## src/rtl/sp_pkg.sv

```systemverilog
package sp_pkg;
  localparam int PIN_COUNT = 3;
  localparam int MODE_W    = 2;

  typedef enum logic [MODE_W-1:0] {
    GRP_PROTO = 2'd0,
    GRP_TIME  = 2'd1,
    GRP_GUARD = 2'd2,
    GRP_OFF   = 2'd3
  } grp_e;

  localparam logic [1:0] REG_MODE  = 2'd0;
  localparam logic [1:0] REG_DRIVE = 2'd1;
  localparam logic [1:0] REG_DIV   = 2'd2;
  localparam int SWAP_BIT = PIN_COUNT;
endpackage

```

## src/rtl/sp_cfg_regs.sv

```systemverilog
module sp_cfg_regs
  import sp_pkg::*;
#(
  parameter int DIV_W = 8
) (
  input  logic                        clk,
  input  logic                        rst_n,
  input  logic                        cfg_we,
  input  logic [1:0]                  cfg_addr,
  input  logic [7:0]                  cfg_wdata,
  input  logic                        init_done,
  output logic                        active,
  output logic [PIN_COUNT*MODE_W-1:0] mode_act,
  output logic [PIN_COUNT-1:0]        od_act,
  output logic                        swap_act,
  output logic [DIV_W-1:0]            div_act
);
  localparam int MW = PIN_COUNT * MODE_W;

  logic [MW-1:0]        stg_mode_q, stg_mode_d;
  logic [PIN_COUNT-1:0] stg_od_q, stg_od_d;
  logic                 stg_swap_q, stg_swap_d;
  logic [DIV_W-1:0]     stg_div_q, stg_div_d;

  logic [MW-1:0]        act_mode_q, act_mode_d;
  logic [PIN_COUNT-1:0] act_od_q, act_od_d;
  logic                 act_swap_q, act_swap_d;
  logic [DIV_W-1:0]     act_div_q, act_div_d;
  logic                 active_q, active_d;

  always_comb begin
    stg_mode_d = stg_mode_q;
    stg_od_d   = stg_od_q;
    stg_swap_d = stg_swap_q;
    stg_div_d  = stg_div_q;
    if (cfg_we) begin
      unique case (cfg_addr)
        REG_MODE:  stg_mode_d = cfg_wdata[MW-1:0];
        REG_DRIVE: begin
          stg_od_d   = cfg_wdata[PIN_COUNT-1:0];
          stg_swap_d = cfg_wdata[SWAP_BIT];
        end
        REG_DIV:   stg_div_d = cfg_wdata[DIV_W-1:0];
        default:   ;
      endcase
    end
  end

  always_comb begin
    act_mode_d = act_mode_q;
    act_od_d   = act_od_q;
    act_swap_d = act_swap_q;
    act_div_d  = act_div_q;
    active_d   = active_q;
    if (init_done) begin
      act_mode_d = stg_mode_q;
      act_od_d   = stg_od_q;
      act_swap_d = stg_swap_q;
      act_div_d  = stg_div_q;
      active_d   = 1'b1;
    end
  end

  always_ff @(posedge clk or negedge rst_n) begin
    if (!rst_n) begin
      stg_mode_q <= {PIN_COUNT{GRP_OFF}};
      stg_od_q   <= '0;
      stg_swap_q <= 1'b0;
      stg_div_q  <= '0;
      act_mode_q <= {PIN_COUNT{GRP_OFF}};
      act_od_q   <= '0;
      act_swap_q <= 1'b0;
      act_div_q  <= '0;
      active_q   <= 1'b0;
    end else begin
      stg_mode_q <= stg_mode_d;
      stg_od_q   <= stg_od_d;
      stg_swap_q <= stg_swap_d;
      stg_div_q  <= stg_div_d;
      act_mode_q <= act_mode_d;
      act_od_q   <= act_od_d;
      act_swap_q <= act_swap_d;
      act_div_q  <= act_div_d;
      active_q   <= active_d;
    end
  end

  assign active   = active_q;
  assign mode_act = act_mode_q;
  assign od_act   = act_od_q;
  assign swap_act = act_swap_q;
  assign div_act  = act_div_q;
endmodule

```

## src/rtl/sp_timebase.sv

```systemverilog
module sp_timebase #(
  parameter int TIME_W = 16,
  parameter int DIV_W  = 8
) (
  input  logic             clk,
  input  logic             rst_n,
  input  logic             run,
  input  logic             restart,
  input  logic [DIV_W-1:0] div,
  input  logic             utick_in,
  output logic             micro_p,
  output logic             tick_p,
  output logic             ovf_p
);
  localparam logic [TIME_W-1:0] TIME_MAX = {TIME_W{1'b1}};

  logic [DIV_W-1:0]  pcnt_q, pcnt_d;
  logic [TIME_W-1:0] tcnt_q, tcnt_d;
  logic              micro_q, micro_d;
  logic              tick_q, tick_d;
  logic              ovf_q, ovf_d;
  logic              step_en;
  logic              inc_en;

  assign step_en = run && utick_in && !restart;
  assign inc_en  = step_en && (pcnt_q == div);

  always_comb begin
    pcnt_d  = pcnt_q;
    tcnt_d  = tcnt_q;
    micro_d = step_en;
    tick_d  = inc_en;
    ovf_d   = inc_en && (tcnt_q == TIME_MAX);
    if (restart) begin
      pcnt_d = '0;
      tcnt_d = '0;
    end else if (step_en) begin
      if (inc_en) begin
        pcnt_d = '0;
        tcnt_d = tcnt_q + 1'b1;
      end else begin
        pcnt_d = pcnt_q + 1'b1;
      end
    end
  end

  always_ff @(posedge clk or negedge rst_n) begin
    if (!rst_n) begin
      pcnt_q  <= '0;
      tcnt_q  <= '0;
      micro_q <= 1'b0;
      tick_q  <= 1'b0;
      ovf_q   <= 1'b0;
    end else begin
      pcnt_q  <= pcnt_d;
      tcnt_q  <= tcnt_d;
      micro_q <= micro_d;
      tick_q  <= tick_d;
      ovf_q   <= ovf_d;
    end
  end

  assign micro_p = micro_q;
  assign tick_p  = tick_q;
  assign ovf_p   = ovf_q;
endmodule

```

## src/rtl/sp_pin_drv.sv

```systemverilog
module sp_pin_drv
  import sp_pkg::*;
(
  input  logic clk,
  input  logic rst_n,
  input  logic active,
  input  grp_e mode,
  input  logic open_drain,
  input  logic proto_b,
  input  logic time_b,
  input  logic guard_b,
  output logic pin_o,
  output logic pin_en
);
  logic sel_val;
  logic out_q, out_d;
  logic oe_q, oe_d;

  always_comb begin
    unique case (mode)
      GRP_PROTO: sel_val = proto_b;
      GRP_TIME:  sel_val = time_b;
      GRP_GUARD: sel_val = guard_b;
      default:   sel_val = 1'b0;
    endcase
  end

  always_comb begin
    if (!active || mode == GRP_OFF) begin
      out_d = 1'b0;
      oe_d  = 1'b0;
    end else if (open_drain) begin
      out_d = 1'b0;
      oe_d  = !sel_val;
    end else begin
      out_d = sel_val;
      oe_d  = 1'b1;
    end
  end

  always_ff @(posedge clk or negedge rst_n) begin
    if (!rst_n) begin
      out_q <= 1'b0;
      oe_q  <= 1'b0;
    end else begin
      out_q <= out_d;
      oe_q  <= oe_d;
    end
  end

  assign pin_o  = out_q;
  assign pin_en = oe_q;
endmodule

```

## src/rtl/status_port.sv

```systemverilog
module status_port
  import sp_pkg::*;
#(
  parameter int TIME_W = 16,
  parameter int DIV_W  = 8
) (
  input  logic       clk,
  input  logic       rst_n,
  input  logic       cfg_we,
  input  logic [1:0] cfg_addr,
  input  logic [7:0] cfg_wdata,
  input  logic       init_done,
  input  logic       utick_in,
  input  logic       vote_in,
  input  logic       sync_ok,
  input  logic       proto_act,
  input  logic       act_time,
  input  logic [1:0] gate_open,
  output logic [2:0] pin_out,
  output logic [2:0] pin_oe
);
  logic                        active;
  logic [PIN_COUNT*MODE_W-1:0] mode_act;
  logic [PIN_COUNT-1:0]        od_act;
  logic                        swap_act;
  logic [DIV_W-1:0]            div_act;
  logic                        micro_p, tick_p, ovf_p;
  logic [PIN_COUNT-1:0]        proto_vec, time_vec, guard_vec;

  sp_cfg_regs #(.DIV_W(DIV_W)) u_cfg (
    .clk(clk), .rst_n(rst_n), .cfg_we(cfg_we), .cfg_addr(cfg_addr),
    .cfg_wdata(cfg_wdata), .init_done(init_done), .active(active),
    .mode_act(mode_act), .od_act(od_act), .swap_act(swap_act),
    .div_act(div_act)
  );

  sp_timebase #(.TIME_W(TIME_W), .DIV_W(DIV_W)) u_tb (
    .clk(clk), .rst_n(rst_n), .run(active), .restart(init_done),
    .div(div_act), .utick_in(utick_in), .micro_p(micro_p),
    .tick_p(tick_p), .ovf_p(ovf_p)
  );

  always_comb begin
    proto_vec[2] = swap_act ? proto_act : vote_in;
    proto_vec[1] = sync_ok;
    proto_vec[0] = swap_act ? vote_in : proto_act;
    time_vec     = {ovf_p, tick_p, micro_p};
    guard_vec    = {act_time, gate_open[1], gate_open[0]};
  end

  for (genvar i = 0; i < PIN_COUNT; i++) begin : g_pin
    sp_pin_drv u_pin (
      .clk(clk), .rst_n(rst_n), .active(active),
      .mode(grp_e'(mode_act[MODE_W*i +: MODE_W])),
      .open_drain(od_act[i]), .proto_b(proto_vec[i]),
      .time_b(time_vec[i]), .guard_b(guard_vec[i]),
      .pin_o(pin_out[i]), .pin_en(pin_oe[i])
    );
  end
endmodule

```

## config.mk

```make
export PLATFORM = sky130hd
export DESIGN_NAME = status_port
export DESIGN_NICKNAME = d
export VERILOG_FILES = /design/src/rtl/sp_pkg.sv /design/src/rtl/sp_cfg_regs.sv /design/src/rtl/sp_timebase.sv /design/src/rtl/sp_pin_drv.sv /design/src/rtl/status_port.sv
export SDC_FILE = /design/constraint.sdc
export NUM_CORES = 1
export LEC_CHECK = 0
export ABC_CLOCK_PERIOD_IN_PS = 1600
export BUFFER_PORTS_ARGS = -buffer_cell sky130_fd_sc_hd__buf_4
export CAP_MARGIN = 20
export CORE_MARGIN = 5
export CORE_UTILIZATION = 54
export DETAILED_ROUTE_END_ITERATION = 10
export PLACE_DENSITY = 0.76
export REMOVE_ABC_BUFFERS = 1
export SLEW_MARGIN = 20
export SYNTH_ARGS = -nofsm -noshare
export SYNTH_HDL_FRONTEND = slang
export SYNTH_SLANG_ARGS = --single-unit
```

## constraint.sdc

```tcl
create_clock -name clk -period 1.6 [get_ports clk]
set_input_delay 0.08 -clock clk [delete_from_list [all_inputs] [get_ports clk]]
set_output_delay 0.08 -clock clk [all_outputs]
set_load 0.03 [all_outputs]
```

==> results.tsv <==
stage	metric	value	unit
status	outcome	finished, violations left	
status	violations	setup timing	
job	cap_violations	0	
critical_path	cp_cell_sequence	xnor2_1 -> nand4_1 -> buf_6 -> nor4_2 -> mux2_1	
yosys	synthAdderAreaFrac	0.00706	
route	drtIter0Drc	165	
floorplan	chipWidth	91.0	µm
critical_path	cp_slowest_cell	dfrtp_1	
layout	final_nets	384	
yosys	yosys_warnings	0	
place	gp_congestion	0.777	
yosys	synth_area_leaders	dfrtp_1 41%, mux2_2 11%, dfstp_2 8.9%, mux2_1 3.8%, nor2b_1 2.3%	
yosys	synthFlopType	dfrtp_1	
grt	grt_max_degree	60	
critical_path	r2r_slack	-0.09	ns
grt	grt_pass1_vias	2639	
clocking	insertion_delay	0.36	ns
clocking	h-tree-depth	3	
sta	fmax	0.593	GHz
yosys	synth_cells	311	
yosys	synth_top_area_cell	dfrtp_1	
critical_path	worst-path-buf-inv	1	
route	vias_per_cell	5.70	
layout	final_cell_area	4260	µm²
floorplan	die_area	8280	µm²
yosys	muxShareOfSynthArea	0.167	
floorplan	coreArea	6350	µm²
sta	fin_crit	1.69	ns
critical_path	timing.rr.start	u_tb.pcnt_q[4]	
yosys	synth_xor_area_frac	0.0219	
clocking	cts_tree	done	
critical_path	startpoint	u_tb.pcnt_q[4]	
sta	rsz0062_at_grt	true	
layout	seq_area	1770	µm²
sta	setup_slack	-0.0871	ns
pwr	vdd_ir_drop_max	0.824	mV
place	dpl_cell_area	3920	µm²
yosys	netlist_area	3540	µm²
yosys	avgSynthCellArea	11.4	µm²
yosys	synth_seq_area_share	0.499	
grt	grtUsageTotal	0.194	
floorplan	die_height	91.0	µm
sta	holdWs	0.0475	ns
layout	final_cell_mix	58 x dfrtp_1, 51 x buf_4, 36 x mux2_2, 18 x nand2_1, 16 x nor2_1	
critical_path	critPathMaxStageDelay	0.41	ns
layout	diodes	0	
sta	finalHoldViolations	0	
yosys	synth_simple_gate_area_frac	0.201	
critical_path	arrival	1.93	ns
critical_path	r2r-end	u_tb.tcnt_q[14]	
sta	post-route-period-util	1.05	
layout	fillCellCount	455	
route	drc	0	
floorplan	ioPinCount	27	
yosys	synth.distinct_cells	47	
route	dr.pass1.iters	4	
layout	multi_input_area	1640	µm²
yosys	ys_ff_latch	70	
floorplan	num_rows	29	
pwr	power.leakage	0.00183	µW
clocking	root_buffer	clkbuf_8	
sta	max_slew_margin	0.573	
critical_path	cp_top_family	simple AND/OR/NAND/NOR gates	
place	io_buffer_count	26	
worst_hold_path	hold_class	primary input to flop	
yosys	synth_top_family_by_area	simple AND/OR/NAND/NOR gates	
grt	grt_pass1_wl	12900	µm
clocking	cts-buffers-inserted	9	
pwr	p_per_area	1070	nW/µm²
sta	skew	0.0110	ns
critical_path	endpoint	u_tb.tcnt_q[14]	
clocking	cts.sinks	70	
yosys	synth_compound_gate_area_share	0.0565	
clocking	cts.clk_slew.worst_paths	0.08	ns
grt	antenna_found_initial	0	
route	vias	2526	
critical_path	critPathLaunchType	flop	
sta	drv_slew	0	
layout	drive_above_1_share	0.385	
layout	fin_cells	443	
clocking	cts_buffer_depth	2	
critical_path	critical_path_depth	5	
yosys	synthArstFlopShare	1.00	
floorplan	start_util	0.558	
critical_path	cp_max_fo	19	
critical_path	worstSetupPathType	flop to flop	
critical_path	crit_required	1.84	ns
route	post_drt_wl_per_cell	16.9	µm
sta	max_slew.worst_pin.slew	0.641	ns
pwr	finalPower	4560	µW
layout	syn_to_final_growth	20.2	%
grt	grt_overflow	0	
yosys	synth_top_area_frac	0.410	
layout	final_common_cell	dfrtp_1	
route	ant_nets	0	
sta	setup_violations	11	
place	place_inst	417	
critical_path	r2r_cells	5	
route	routed_wl	7500	µm
critical_path	crit_path_end_kind	flop	
place	dp_hpwl	4930	µm
yosys	synth_edf_count	0	
layout make-up:
class | count | share of cell area
Tap cell | 77 | 0.0226
Sequential cell | 70 | 0.415
Clock inverter | 6 | 0.0165
Timing Repair Buffer | 64 | 0.126
Multi-Input combinational cell | 212 | 0.386
Inverter | 4 | 0.00470
Clock buffer | 10 | 0.0300
kinds of logic after synthesis:
| group | count (synthesis) |
|---|---|
| XOR/XNOR | 8 |
| adder cells (fa/ha/maj) | 2 |
| multiplexers | 53 |
| AND/OR/NAND/NOR | 117 |
| AO/OA/AOI/OAI | 32 |
| flip-flops | 70 |
| buffers and inverters | 29 |
power by group:
group / leakage (µW) / switching (µW) / internal, µW
registers: 0.000866 / 158 / 2060
clock network: 0.000101 / 736 / 731
logic: 0.000862 / 444 / 431
total: 0.00183 / 1340 / 3220
per-stage QoR:
stage           util  worst slack [ns]  setup TNS (ns)
2_1_floorplan      -            -0.749          -14.76
3_3_place_gp   0.617           -0.0435          -0.170
3_5_place_dp   0.617           -0.0746          -0.538
4_1_cts        0.665           -0.0765          -0.466
5_1_grt        0.671            -0.201           -2.23
6_report       0.671           -0.0871          -0.484
metal layers:
metal / routed length (µm) / share of wire / vias to the layer above / GRT usage
li1: - / - / 1213 / -
met1: 3370 / 0.45 / 1267 / 0.250
met2: 3740 / 0.50 / 32 / 0.317
met3: 248 / 0.033 / 14 / 0.0570
met4: 129 / 0.017 / 0 / 0.0623
met5: 0 / 0 / - / 0
worst reg2reg max path, cell delays in order, from the launching register on:
cell     delay [ns]
dfrtp_1        0.41
xnor2_1        0.16
nand4_1        0.15
buf_6          0.21
nor4_2         0.29
mux2_1         0.36
timing repair:
| item | 4_1_cts | 5_1_grt |
|---|---|---|
| setup endpoints to repair | 13 | 25 |
| pin swaps | 2 | 0 |
| resized for setup | 3 | 9 |
| buffers inserted | 0 | 1 |
| cloned | 0 | 0 |
| hold endpoints to repair | 67 | 0 |
| hold buffers | 9 | 0 |
synthesized netlist by cell type (all sizes together) (2+ instances only):
cell type / n
o211ai: 2
dfstp: 12
nand3b: 2
and4: 4
o31ai: 2
nand2: 19
nand3: 10
o21ai: 7
nor4: 6
xnor2: 8
nor3: 14
a21oi: 10
or2: 3
or4: 2
a31oi: 3
o22ai: 2
buf: 20
mux2i: 5
nand2b: 4
o2111ai: 3
nor2b: 13
dfrtp: 58
mux2: 48
and2: 2
a221o: 2
nor2: 16
clkbuf: 5
inv: 3
nor3b: 5
and3: 3
ha: 2
nand4: 13
flip-flops by register name, summed over array words and instances (netlist names):
signal / count
u_tb.micro_p: 1
u_cfg.stg_swap_q: 1
u_cfg.div_act: 8
u_tb.pcnt_q: 8
g_pin.u_pin.pin_o: 3
u_cfg.mode_act: 6
u_cfg.stg_od_q: 3
u_cfg.active: 1
u_tb.tcnt_q: 16
u_cfg.swap_act: 1
u_cfg.stg_mode_q: 6
u_tb.tick_p: 1
u_cfg.stg_div_q: 8
u_cfg.od_act: 3
g_pin.u_pin.pin_en: 3
u_tb.ovf_p: 1
worst min-delay path by stage:
| stage | from | to | slack (ns) | depth (start not counted) |
|---|---|---|---|---|
| after floorplan | rst_n | g_pin[0].u_pin.pin_en | -0.22 | 0 |
| after global placement | rst_n | u_cfg.od_act[2] | 0.02 | 1 |
| after detailed placement | rst_n | u_cfg.od_act[2] | 0.02 | 1 |
| after CTS | act_time | g_pin[2].u_pin.pin_en | 0.04 | 3 |
| after global routing | act_time | g_pin[2].u_pin.pin_en | 0.03 | 3 |
| final | act_time | g_pin[2].u_pin.pin_en | 0.05 | 3 |
Power figures use the tool's default switching activity.
